`src/rtl/nand_code_check_pkg.sv`:
```
// Shared types and helpers for the sector code checker.
// Assumes a 3-byte code laid out byte k at bits 8k+7:8k.
package nand_code_check_pkg;

    typedef enum logic [1:0] {
        ST_OK       = 2'd0,
        ST_FIXED    = 2'd1,
        ST_BADCODE  = 2'd2,
        ST_MULTI    = 2'd3
    } chk_status_e;

    localparam int unsigned CODE_W = 24;
    localparam int unsigned WORD_W = 32;

    // Spread a packed 3-byte code into the 32-bit comparison word.
    function automatic logic [WORD_W-1:0] spread_code(input logic [CODE_W-1:0] c);
        logic [WORD_W-1:0] w;
        w        = '0;
        w[7:0]   = c[7:0];
        w[23:16] = c[15:8];
        w[11:8]  = c[19:16];
        w[27:24] = c[23:20];
        return w;
    endfunction

endpackage

```
`src/rtl/nand_syn_stage.sv`:
```
// First pipeline stage: forms the syndrome, counts set bits per group,
// and flags the erased-page code pair. All results are registered.
// Assumes load_i is only raised when the stage may accept new codes.
module nand_syn_stage
    import nand_code_check_pkg::*;
#(
    parameter int unsigned GRP_W  = 8,
    localparam int unsigned GROUPS = WORD_W / GRP_W,
    localparam int unsigned GCNT_W = $clog2(GRP_W + 1)
) (
    input  logic                    clk,
    input  logic                    rst_n,
    input  logic                    load_i,
    input  logic [CODE_W-1:0]       stored_i,
    input  logic [CODE_W-1:0]       calc_i,
    output logic                    vld_o,
    output logic [WORD_W-1:0]       syn_o,
    output logic                    erased_o,
    output logic [GROUPS*GCNT_W-1:0] gcnt_o
);

    localparam logic [WORD_W-1:0] ERASED_WORD = 32'h0FFF_0FFF;

    logic [WORD_W-1:0] stored_w;
    logic [WORD_W-1:0] calc_w;
    logic [WORD_W-1:0] syn_d;

    // Unpack both codes and take the difference.
    always_comb begin
        stored_w = spread_code(stored_i);
        calc_w   = spread_code(calc_i);
        syn_d    = stored_w ^ calc_w;
    end

    for (genvar g = 0; g < GROUPS; g++) begin : g_grp
        logic [GCNT_W-1:0] cnt_d;

        // Count the ones in this slice of the syndrome.
        always_comb begin
            cnt_d = '0;
            for (int b = 0; b < GRP_W; b++) begin
                cnt_d = cnt_d + GCNT_W'(syn_d[g*GRP_W + b]);
            end
        end

        // Register the slice count on a load.
        always_ff @(posedge clk) begin
            if (!rst_n) begin
                gcnt_o[g*GCNT_W +: GCNT_W] <= '0;
            end else if (load_i) begin
                gcnt_o[g*GCNT_W +: GCNT_W] <= cnt_d;
            end
        end
    end

    // Register syndrome, erased flag and the stage valid.
    always_ff @(posedge clk) begin
        if (!rst_n) begin
            vld_o    <= 1'b0;
            syn_o    <= '0;
            erased_o <= 1'b0;
        end else begin
            vld_o <= load_i;
            if (load_i) begin
                syn_o    <= syn_d;
                erased_o <= (stored_w == ERASED_WORD) && (calc_w == '0);
            end
        end
    end

endmodule

```
`src/rtl/nand_classify_stage.sv`:
```
// Second pipeline stage: sums the group counts and turns the syndrome
// into a verdict with the error location. Holds the verdict between
// results and pulses done for one cycle per result.
module nand_classify_stage
    import nand_code_check_pkg::*;
#(
    parameter int unsigned SECTOR_BYTES = 512,
    parameter int unsigned GRP_W        = 8,
    localparam int unsigned OFS_W  = $clog2(SECTOR_BYTES),
    localparam int unsigned BIT_W  = 3,
    localparam int unsigned GROUPS = WORD_W / GRP_W,
    localparam int unsigned GCNT_W = $clog2(GRP_W + 1),
    localparam int unsigned CNT_W  = $clog2(WORD_W + 1),
    localparam int unsigned HALF   = WORD_W / 2,
    localparam int unsigned SINGLE_CNT = OFS_W + BIT_W
) (
    input  logic                     clk,
    input  logic                     rst_n,
    input  logic                     vld_i,
    input  logic [WORD_W-1:0]        syn_i,
    input  logic                     erased_i,
    input  logic [GROUPS*GCNT_W-1:0] gcnt_i,
    output logic                     done_o,
    output chk_status_e              status_o,
    output logic [OFS_W-1:0]         ofs_o,
    output logic [BIT_W-1:0]         bit_o
);

    logic [CNT_W-1:0] total;
    chk_status_e      st_d;
    logic [OFS_W-1:0] ofs_d;
    logic [BIT_W-1:0] bit_d;

    // Add up the per-group counts.
    always_comb begin
        total = '0;
        for (int g = 0; g < GROUPS; g++) begin
            total = total + CNT_W'(gcnt_i[g*GCNT_W +: GCNT_W]);
        end
    end

    // Pick the verdict from the bit count and the erased flag.
    always_comb begin
        st_d  = ST_MULTI;
        ofs_d = '0;
        bit_d = '0;
        if (syn_i == '0) begin
            st_d = ST_OK;
        end else if (total == CNT_W'(SINGLE_CNT)) begin
            st_d  = ST_FIXED;
            bit_d = syn_i[HALF +: BIT_W];
            ofs_d = syn_i[HALF + BIT_W +: OFS_W];
        end else if (total == CNT_W'(1)) begin
            st_d = ST_BADCODE;
        end else if (erased_i) begin
            st_d = ST_OK;
        end
    end

    // Hold the verdict and pulse done when a new one lands.
    always_ff @(posedge clk) begin
        if (!rst_n) begin
            done_o   <= 1'b0;
            status_o <= ST_OK;
            ofs_o    <= '0;
            bit_o    <= '0;
        end else begin
            done_o <= vld_i;
            if (vld_i) begin
                status_o <= st_d;
                ofs_o    <= ofs_d;
                bit_o    <= bit_d;
            end
        end
    end


    done_pulse_chk: assert property (@(posedge clk) disable iff (!rst_n)
        done_o |=> !done_o);


    idle_location_chk: assert property (@(posedge clk) disable iff (!rst_n)
        (status_o != ST_FIXED) |-> (ofs_o == '0 && bit_o == '0));

endmodule

```
`src/rtl/nand_fix_port.sv`:
```
// Repair port: inverts one bit of a passing byte when the held verdict
// names that byte's offset. Purely combinational.
module nand_fix_port
    import nand_code_check_pkg::*;
#(
    parameter int unsigned OFS_W = 9,
    localparam int unsigned BIT_W = 3
) (
    input  chk_status_e        status_i,
    input  logic [OFS_W-1:0]   ofs_i,
    input  logic [BIT_W-1:0]   bit_i,
    input  logic [7:0]         byte_i,
    input  logic [OFS_W-1:0]   byte_ofs_i,
    output logic [7:0]         byte_o
);

    // Build the flip mask only for the matching byte of a repair verdict.
    always_comb begin
        byte_o = byte_i;
        if (status_i == ST_FIXED && byte_ofs_i == ofs_i) begin
            byte_o[bit_i] = ~byte_i[bit_i];
        end
    end

endmodule

```
`src/rtl/nand_code_check.sv`:
```
// Top of the sector code checker. Takes a stored/computed code pair by
// valid/ready, reports a verdict two edges later with a done pulse,
// and offers a byte repair port driven by the held verdict.
// Assumes one code pair in flight at a time.
module nand_code_check
    import nand_code_check_pkg::*;
#(
    parameter int unsigned SECTOR_BYTES = 512,
    parameter int unsigned GRP_W        = 8,
    localparam int unsigned OFS_W  = $clog2(SECTOR_BYTES),
    localparam int unsigned BIT_W  = 3,
    localparam int unsigned GROUPS = WORD_W / GRP_W,
    localparam int unsigned GCNT_W = $clog2(GRP_W + 1)
) (
    input  logic              clk,
    input  logic              rst_n,
    input  logic              in_valid,
    output logic              in_ready,
    input  logic [23:0]       stored_code,
    input  logic [23:0]       calc_code,
    output logic              done,
    output logic [1:0]        status,
    output logic [OFS_W-1:0]  err_offset,
    output logic [BIT_W-1:0]  err_bit,
    input  logic [7:0]        fix_in,
    input  logic [OFS_W-1:0]  fix_offset,
    output logic [7:0]        fix_out
);

    logic                     busy_q;
    logic                     accept;
    logic                     s1_vld;
    logic [WORD_W-1:0]        s1_syn;
    logic                     s1_erased;
    logic [GROUPS*GCNT_W-1:0] s1_gcnt;
    chk_status_e              st_q;

    assign in_ready = !busy_q;
    assign accept   = in_valid && in_ready;
    assign status   = st_q;

    // Block new transfers from acceptance until the verdict lands.
    always_ff @(posedge clk) begin
        if (!rst_n) begin
            busy_q <= 1'b0;
        end else if (accept) begin
            busy_q <= 1'b1;
        end else if (s1_vld) begin
            busy_q <= 1'b0;
        end
    end

    nand_syn_stage #(.GRP_W(GRP_W)) u_syn (
        .clk      (clk),
        .rst_n    (rst_n),
        .load_i   (accept),
        .stored_i (stored_code),
        .calc_i   (calc_code),
        .vld_o    (s1_vld),
        .syn_o    (s1_syn),
        .erased_o (s1_erased),
        .gcnt_o   (s1_gcnt)
    );

    nand_classify_stage #(.SECTOR_BYTES(SECTOR_BYTES), .GRP_W(GRP_W)) u_cls (
        .clk      (clk),
        .rst_n    (rst_n),
        .vld_i    (s1_vld),
        .syn_i    (s1_syn),
        .erased_i (s1_erased),
        .gcnt_i   (s1_gcnt),
        .done_o   (done),
        .status_o (st_q),
        .ofs_o    (err_offset),
        .bit_o    (err_bit)
    );

    nand_fix_port #(.OFS_W(OFS_W)) u_fix (
        .status_i   (st_q),
        .ofs_i      (err_offset),
        .bit_i      (err_bit),
        .byte_i     (fix_in),
        .byte_ofs_i (fix_offset),
        .byte_o     (fix_out)
    );


    busy_after_accept_chk: assert property (@(posedge clk) disable iff (!rst_n)
        accept |=> !in_ready);


    done_latency_chk: assert property (@(posedge clk) disable iff (!rst_n)
        accept |-> ##2 done);


    fix_passthru_chk: assert property (@(posedge clk) disable iff (!rst_n)
        (st_q != ST_FIXED) |-> (fix_out == fix_in));

endmodule

```
`config.mk`:
```
export PLATFORM = sky130hd
export DESIGN_NAME = nand_code_check
export DESIGN_NICKNAME = d
export VERILOG_FILES = /design/src/rtl/nand_code_check_pkg.sv /design/src/rtl/nand_syn_stage.sv /design/src/rtl/nand_classify_stage.sv /design/src/rtl/nand_fix_port.sv /design/src/rtl/nand_code_check.sv
export SDC_FILE = /design/constraint.sdc
export NUM_CORES = 1
export LEC_CHECK = 0
export BUFFER_PORTS_ARGS = -buffer_cell sky130_fd_sc_hd__clkbuf_2
export CAP_MARGIN = 20
export CORE_MARGIN = 3
export CORE_UTILIZATION = 47
export CTS_BUF_LIST = sky130_fd_sc_hd__clkbuf_4
export CTS_CLUSTER_SIZE = 24
export DETAILED_ROUTE_END_ITERATION = 8
export HOLD_SLACK_MARGIN = 0.1
export PLACE_DENSITY = 0.86
export SYNTH_ARGS = -nofsm -noshare
export SYNTH_HDL_FRONTEND = slang
export SYNTH_HIERARCHICAL = 1
export SYNTH_SLANG_ARGS = --single-unit
export TNS_END_PERCENT = 1
```
`constraint.sdc`:
```
create_clock -name clk -period 3.53 [get_ports clk]
set_clock_uncertainty 0.15 [all_clocks]
set_input_delay 0.5295 -clock clk [delete_from_list [all_inputs] [get_ports clk]]
set_output_delay 0.5295 -clock clk [all_outputs]
set_load 0.05 [all_outputs]
```
==> metrics.txt, run 1 <==
initial antenna violation count=0; hold_buf cts=0; Syn Area/Cell=10.0 um2; CP dominant cell by count=inv_1; CTS root buffer=clkbuf_4; Slew @ Worst Pin=886 ps; Clk pwr share=16.7%; # DRC=0; WP data required=3680 ps; Core Box Area=7490 um2; Final min period=3360 ps; Post-Route WL=8340 um; status=finished clean; post-synthesis cell count=373; Final Net Count=566; initial core utilization=49.9%; Post-Syn Area=3730 um2; Commonest cells post-synth=dfxtp_1 (56), inv_1 (36), nor2b_1 (29); Syn. warnings=6; cell leakage power=1.99 nW; Slew Limit Fails=0; worst vdd ir=198 uV; number of synthesized flops with an enable pin=0; Setup CP Type=reg -> reg; total power=1.77 mW; ranking of synthesized cells by area=dfxtp_1 (30%), fa_1 (8.6%), mux2i_1 (7.0%), ha_1 (6.0%), nor2b_1 (4.9%); Crit-path slowest cell=fa_1; Post-DP Area=4240 um2; top-count cell post-synth=dfxtp_1; vias in the first global route=2,941; routed length per placed instance=14.8 um; Total Neg Setup Slack=0 ps; Bufs on Longest Clock Path=2; Worst Path Max Fanout=12; max_slew headroom=40.8%; area leader, netlist=dfxtp_1; Routed Antenna Nets=0; P_int=1.11 mW; register area share after synthesis=30.0%; area added between synthesis and finish=16.1%; GRT Total Usage=18.8%; CTS H-tree depth=2; Final Cycle Share=95.2%; Worst-Skew Late Latency=400 ps; combinational power share=42.3%; ys flop type=dfxtp_1; power density over the cells=408 nW/um2; critical path cell sequence=ha_1 -> inv_1 -> fa_1 -> fa_1 -> inv_1 -> ha_2 -> inv_1 -> fa_2 -> nand3b_1 -> mux2i_1 -> o2111ai_2 -> nor2_2 -> buf_4 -> a22o_2; NetSw=0.663 mW; switching share of power=37.4%; Clock Sinks=56; Hold Fails Final Rpt=0; GR Overflow Total=0; die height=95.1 um; number of synthesized register bits=56; max cap viols=0; Crit path largest cell delay=510 ps; Flop pwr share=41.1%; DP HPWL=6920 um; DR vias/cell=5.20; area share of the largest cell type after synthesis=30.0%; Max Clk Rate=298 MHz; Inserted Diodes=0; CTS buffer count=5; Clock Pin Slew Worst Setup and Hold Paths=160 ps; Die X=95.1 um; vias=2,932; Setup crit end kind=flip-flop; asr flop ratio synth=0%; crit start category=flip-flop; Initial DRC Count=109; # rows=31; CTS tree=built; worst hold path type=in -> reg; # IOs=92; # setup viols final=0; drt pass-1 iters=4; routability cong.=0.849; die area=9050 um2; largest net degree at the start of global routing=53; CP arrival=3510 ps; port buffer count=91; first-pass GRT wire length=13,400 um; layout cells sized above 1=29.2%; fin area=4330 um2; distinct cell type count after synthesis=49
## critical path: cells and delay by family (launching register included)
kind | cells | cell delay [ps]
AO/OA/AOI/OAI | 2 | 490
adder cells (fa/ha/maj) | 5 | 1660
buffers and inverters | 4 | 350
flip-flops | 1 | 370
multiplexers | 1 | 80
AND/OR/NAND/NOR | 2 | 160
## cells by family after synthesis
logic type      count (synthesis)  share of synthesized area (%)
other cells                     1                          0.100
mux                            37                           11.2
buf+inv                        61                           7.88
xor+xnor                       37                           8.68
fa+ha+maj                      34                           14.6
flops                          56                           30.0
compound gates                 40                           8.92
simple gates                  107                           18.6
## sequential cells by signal, indices dropped and copies added, names as in the netlist
name,flops
u_syn/vld_o,1
u_cls/bit_o,3
u_syn/syn_o,24
u_syn/gcnt_o,14
busy_q,1
u_syn/erased_o,1
u_cls/done_o,1
u_cls/ofs_o,9
u_cls/status_o,2
## per-layer routing
metal  vias up  share of wire [%]  track usage (%)
met1      1363                 41             22.4
met5         -                  0                0
met3        11                7.6             3.55
met4         0                1.3             4.81
met2       105                 50             34.6
li1       1453                  -                -
## per-stage QoR
stage                     setup WS, ps  cells  hold slack [ps]  util, %
after global placement           -21.0    553              311     56.6
after CTS                         52.9    561              219     57.5
final                              170    564              229     57.9
after detailed placement          -154    553              325     56.6
after global routing             -7.70    564              229     57.9
after floorplan                    156    382              299        -
## layout by cell type, fill, tap and decap left out, types with 8 or more instances in the layout
cell      count
buf_4         9
inv_1        36
mux2_2        8
conb_1       10
clkbuf_2     91
nor4bb_1      8
ha_1         17
nor4_1       15
nor2b_1      28
a22o_1       10
nand2_1      20
xnor2_1      20
xor2_1       17
mux2i_1      26
dfxtp_1      54
o211a_1      12
fa_1         15
## what timing repair did
action	CTS	global route
setup endpoints to repair	0	12
gates resized for setup	0	4
setup buffers	0	3
## power by group through the flow
stage | registers [mW] | logic [mW] | clock network (mW)
floorplan | 0.742 | 0.531 | 0
global placement | 0.737 | 0.687 | 0
detailed placement | 0.740 | 0.730 | 0
CTS | 0.726 | 0.734 | 0.300
global route | 0.735 | 0.844 | 0.323
finish | 0.727 | 0.748 | 0.295
## final cells by class
cell class	count	area, um2
fill	625	3150
multi-input combinational	265	2360
sequential	56	1120
timing repair buffer	100	523
inverter	36	135
tap	99	124
clock buffer	5	37.5
clock inverter	3	26.3
## final timing paths
check / start / endpoint / slack (ps) / cells after the start
max: u_syn/gcnt_o[4]$_SDFFE_PN0P_ / u_cls/ofs_o[0]$_SDFFE_PN0P_ / 170 / 14
min: in_valid / busy_q$_SDFFE_PN0P_ / 230 / 2
max reg2reg: u_syn/gcnt_o[4]$_SDFFE_PN0P_ / u_cls/ofs_o[0]$_SDFFE_PN0P_ / 170 / 14
min reg2reg: u_cls/status_o[0]$_SDFFE_PN0P_ / u_cls/status_o[0]$_SDFFE_PN0P_ / 340 / 2
No activity file was read; power rests on OpenSTA's default activity.
==> run 2: changes to the inputs <==
CORE_MARGIN = unset   (was 3)
PLACE_DENSITY = 0.83   (was 0.86)
clock period = 3.3 ns   (was 3.53 ns; I/O delays follow)
==> metrics.txt, run 2 (same netlist as run 1, synthesis figures left out) <==
Clock Pin Slew Worst Setup and Hold Paths=160 ps; CTS root buffer=clkbuf_4; status=finished with violations; Clock Sinks=56; power density over the cells=453 nW/um2; # IOs=92; max reg flops=24; worst hold path type=in -> reg; switching share of power=36.3%; # rows=32; failing checks=setup timing; drt pass-1 iters=4; GRT Total Usage=20.8%; Hold Fails Final Rpt=0; NetSw=0.745 mW; CTS tree=built; worst vdd ir=256 uV; register area=1130 um2; largest register by flop count=u_syn/syn_o; Bufs on Longest Clock Path=2; Final Net Count=575; Slew Limit Fails=0; Clk pwr share=19.0%; Worst-Skew Late Latency=390 ps; crit path buf inv count=4; combinational power share=42.9%; routed length per placed instance=14.7 um; DP HPWL=6670 um; cell leakage power=2.07 nW; Core Box Area=7690 um2; Total Neg Setup Slack=-34.3 ps; Setup crit end kind=flip-flop; most common cell after layout, fill and taps aside=clkbuf_2; initial antenna violation count=0; area added between synthesis and finish=21.2%; first-pass GRT wire length=13,700 um; WP data required=3450 ps; CTS buffer count=5; Slew @ Worst Pin=735 ps; most frequent cells in the layout=clkbuf_2 (91), dfxtp_1 (54), inv_1 (34), nor2b_1 (28), mux2i_1 (26); Flop pwr share=38.1%; Largest regs=u_syn/syn_o x24, u_syn/gcnt_o x14, u_cls/ofs_o x9; Routed Antenna Nets=0; vias=3,000; Final Cycle Share=101%; # setup viols final=2; RSZ-0062 raised after global routing=yes; Crit path largest cell delay=540 ps; critical path cell sequence=ha_4 -> inv_2 -> fa_2 -> fa_1 -> inv_1 -> ha_2 -> inv_2 -> fa_2 -> nand3b_1 -> mux2i_1 -> o2111ai_2 -> buf_6 -> nor2_4 -> a22o_2; Post-Route WL=8460 um; Inserted Diodes=0; max_slew headroom=51.0%; CP arrival=3470 ps; Die X=91.1 um; total power=2.05 mW; Initial DRC Count=133; Max Clk Rate=300 MHz; routability cong.=0.928; max cap viols=0; Final min period=3330 ps; largest net degree at the start of global routing=53; Fillers=692; CTS H-tree depth=2; critical path's top delay family=adder cells; # DRC=0; area of the multi-input gates=2460 um2; port buffer count=91; Crit-path slowest cell=fa_2; DR vias/cell=5.21; Setup CP Type=reg -> reg; die area=8300 um2; die height=91.1 um; GR Overflow Total=0; PnR worst setup slack=-28.2 ps; layout cells sized above 1=33.5%; P_int=1.31 mW; vias in the first global route=2,933; initial core utilization=48.6%; crit start category=flip-flop; Worst Path Max Fanout=6
## run 2: cell count changes in the layout (fill, tap and decap cells not counted), sizes merged
cell      delta
buf          +8
clkinv       +2
clkinvlp     -2
bufinv       +1
inv          -1
nor2         +1
## run 2: timing repair
action / CTS / global route
pin swaps: 4 / 19
gates cloned: 1 / 0
resized for setup: 9 / 12
setup endpoints to repair: 12 / 16
hold buffers: 0 / 0
setup buffers: 2 / 2
## run 2: per-stage QoR
| step | util, % | std cells | worst slack, ps | hold slack (ps) | cell area (um2) |
|---|---|---|---|---|---|
| 3_5_place_dp | 56.1 | 563 | -359 | 326 | 4310 |
| 4_1_cts | 57.9 | 574 | 4.86 | 186 | 4450 |
| 2_1_floorplan | - | 382 | -27.1 | 299 | 3780 |
| 5_1_grt | 58.8 | 576 | -144 | 202 | 4520 |
| 6_report | 58.8 | 576 | -28.2 | 203 | 4520 |
| 3_3_place_gp | 56.1 | 563 | -233 | 313 | 4310 |
## run 2: path summary, 6_finish.rpt
check | startpoint | endpoint | slack [ps] | cells past startpoint
setup / recovery | u_syn/gcnt_o[4]$_SDFFE_PN0P_ | u_cls/ofs_o[1]$_SDFFE_PN0P_ | -30 | 14
hold / removal | in_valid | busy_q$_SDFFE_PN0P_ | 200 | 2
setup reg to reg | u_syn/gcnt_o[4]$_SDFFE_PN0P_ | u_cls/ofs_o[1]$_SDFFE_PN0P_ | -30 | 14
hold reg to reg | u_cls/status_o[0]$_SDFFE_PN0P_ | u_cls/status_o[0]$_SDFFE_PN0P_ | 350 | 2
## run 2: cell type report
class,instances,area share (%)
Clock inverter,3,1.05
Timing Repair Buffer,108,13.0
Inverter,36,2.99
Sequential cell,56,24.9
Multi-Input combinational cell,266,54.4
Clock buffer,5,0.830
Tap cell,102,2.82
## run 2: power by group through the flow
| stage | Combinational (mW) | Sequential, mW | Clock [mW] |
|---|---|---|---|
| floorplan | 0.571 | 0.794 | 0 |
| global placement | 0.756 | 0.788 | 0 |
| detailed placement | 0.804 | 0.792 | 0 |
| CTS | 0.848 | 0.778 | 0.397 |
| global route | 0.977 | 0.787 | 0.420 |
| finish | 0.879 | 0.781 | 0.391 |
## run 2: routing by layer
metal / share of wire [%] / track usage, %
met2: 51 / 38.2
met3: 4.7 / 3.60
met5: 0 / 0
met4: 2.0 / 6.22
met1: 42 / 24.5
## run 2: worst register-to-register path: cells and delay by family (launching register included)
family	cells	cell delay, ps
compound gates	2	450
fa+ha+maj	5	1700
buf+inv	4	310
flops	1	400
mux	1	80
simple gates	2	170
==> run 3: changes to the inputs <==
SKIP_CTS_REPAIR_TIMING = 1   (was unset)
clock period = 3.1 ns   (was 3.3 ns; I/O delays follow)
==> metrics.txt, run 3 (same netlist as run 1, synthesis figures left out) <==
first-pass GRT wire length=13,300 um; Setup CP Type=reg -> reg; Inserted Diodes=0; worst hold path type=in -> reg; Routed met2 length=4400 um; die height=91.1 um; GR Overflow Total=0; Max Clk Rate=305 MHz; Post-Route WL=8390 um; Routed Antenna Nets=0; worst hold endpoint=busy_q$_SDFFE_PN0P_; status=finished with violations; register area=1120 um2; Hold Fails Final Rpt=0; Die X=91.1 um; CTS buffer count=5; CTS root buffer=clkbuf_4; routed length per placed instance=14.4 um; crit start category=flip-flop; NetSw=0.781 mW; area added between synthesis and finish=23.3%; Slew Limit Fails=0; vias=3,049; Largest regs=u_syn/syn_o x24, u_syn/gcnt_o x14, u_cls/ofs_o x9; initial antenna violation count=0; Met3 Routed Length=430 um; Worst Path Max Fanout=6; # rows=32; CTS tree=built; Worst-Skew Late Latency=380 ps; CP arrival=3420 ps; # DRC=0; P_int=1.41 mW; R2R setup slack=-180 ps; Fillers=654; Bufs on Longest Clock Path=2; Clk pwr share=18.0%; Hold Slack=172 ps; port buffer count=91; Final min period=3280 ps; Setup WS pre-CTS=-447 ps; worst reg2reg path depth=14; most common cell after layout, fill and taps aside=clkbuf_2; power density over the cells=476 nW/um2; Initial DRC Count=126; initial core utilization=48.6%; failing checks=setup timing; Placed Cells=568; max cap viols=0; Final Cycle Share=106%; Flop pwr share=37.9%; max_slew headroom=55.9%; largest net degree at the start of global routing=53; Setup crit end kind=flip-flop; CTS H-tree depth=2; Core Box Area=7690 um2; Crit Reg-Reg Startpoint=u_syn/gcnt_o[4]$_SDFFE_PN0P_; GRT Total Usage=20.2%; most frequent cells in the layout=clkbuf_2 (91), dfxtp_1 (54), inv_1 (33), nor2b_1 (28), mux2i_1 (26); reg-to-reg endpoint=u_cls/ofs_o[1]$_SDFFE_PN0P_; DP HPWL=6680 um; worst vdd ir=250 uV; Slew @ Worst Pin=662 ps; largest register by flop count=u_syn/syn_o; worst hold start=in_valid; worst hold path depth=2; RSZ-0062 raised after global routing=yes; switching share of power=35.7%; # IOs=92; Total Neg Setup Slack=-2020 ps; PnR worst setup slack=-178 ps; layout cells sized above 1=34.7%; vias in the first global route=2,883; DR vias/cell=5.25; cell leakage power=2.10 nW; combinational power share=44.1%; # setup viols final=16; M1 WL=3450 um; max reg flops=24; drt pass-1 iters=5; WP data required=3240 ps; Final Net Count=580; Clock Sinks=56; die area=8300 um2; Finished Layout Cells=581; area of the multi-input gates=2510 um2; Highest Signal Layer=met4; Clock Pin Slew Worst Setup and Hold Paths=150 ps; routability cong.=0.885
==> run 3: how the worst max path moves through the flow <==
stage          cells after the start  slack, ps                         start                            to
6_report                          14       -180  u_syn/gcnt_o[4]$_SDFFE_PN0P_   u_cls/ofs_o[1]$_SDFFE_PN0P_
5_1_grt                           14       -280  u_syn/gcnt_o[4]$_SDFFE_PN0P_   u_cls/ofs_o[0]$_SDFFE_PN0P_
4_1_cts                           12       -470  u_syn/gcnt_o[0]$_SDFFE_PN0P_   u_cls/ofs_o[1]$_SDFFE_PN0P_
3_5_place_dp                      12       -450  u_syn/gcnt_o[0]$_SDFFE_PN0P_   u_cls/ofs_o[1]$_SDFFE_PN0P_
3_3_place_gp                      12       -360                stored_code[3]  u_syn/gcnt_o[1]$_SDFFE_PN0P_
2_1_floorplan                     11       -150                stored_code[3]  u_syn/gcnt_o[1]$_SDFFE_PN0P_
==> run 3: per-stage QoR <==
stage | area (um2) | power (mW) | util, %
finish | 4600 | 2.19 | 59.9
global route | 4600 | 2.33 | 59.9
CTS | 4470 | 2.11 | 58.1
detailed placement | 4390 | 1.71 | 57.1
global placement | 4390 | 1.66 | 57.1
floorplan | 3820 | 1.46 | -
==> run 3: final cells by class <==
| type | instances | share of cell area (%) |
|---|---|---|
| Multi-Input combinational cell | 266 | 54.6 |
| Inverter | 36 | 2.94 |
| Timing Repair Buffer | 113 | 13.6 |
| Clock buffer | 5 | 0.816 |
| Sequential cell | 56 | 24.4 |
| Tap cell | 102 | 2.77 |
| Clock inverter | 3 | 0.924 |
==> run 3: per-layer routing <==
metal	track usage [%]	up-vias
met5	0	-
met4	6.08	0
met3	3.10	11
met2	37.3	115
met1	23.9	1439
li1	-	1484
==> run 3: critical path, cell delays in order, from the launching register on <==
cell and delay [ps]:
dfxtp_2 390, ha_4 140, inv_2 40, fa_2 540, fa_1 410, inv_1 70
ha_2 180, inv_2 40, fa_2 420, nand3b_1 100, mux2i_1 80, o2111ai_2 180
buf_6 160, nor2_4 50, a22o_2 240
==> run 3: power by group through the flow <==
stage          combinational, mW  sequential, mW  clock [mW]
3_3_place_gp               0.824           0.837           0
5_1_grt                     1.07           0.837       0.429
4_1_cts                    0.883           0.825       0.407
2_1_floorplan              0.613           0.845           0
3_5_place_dp               0.872           0.841           0
6_report                   0.965           0.829       0.395
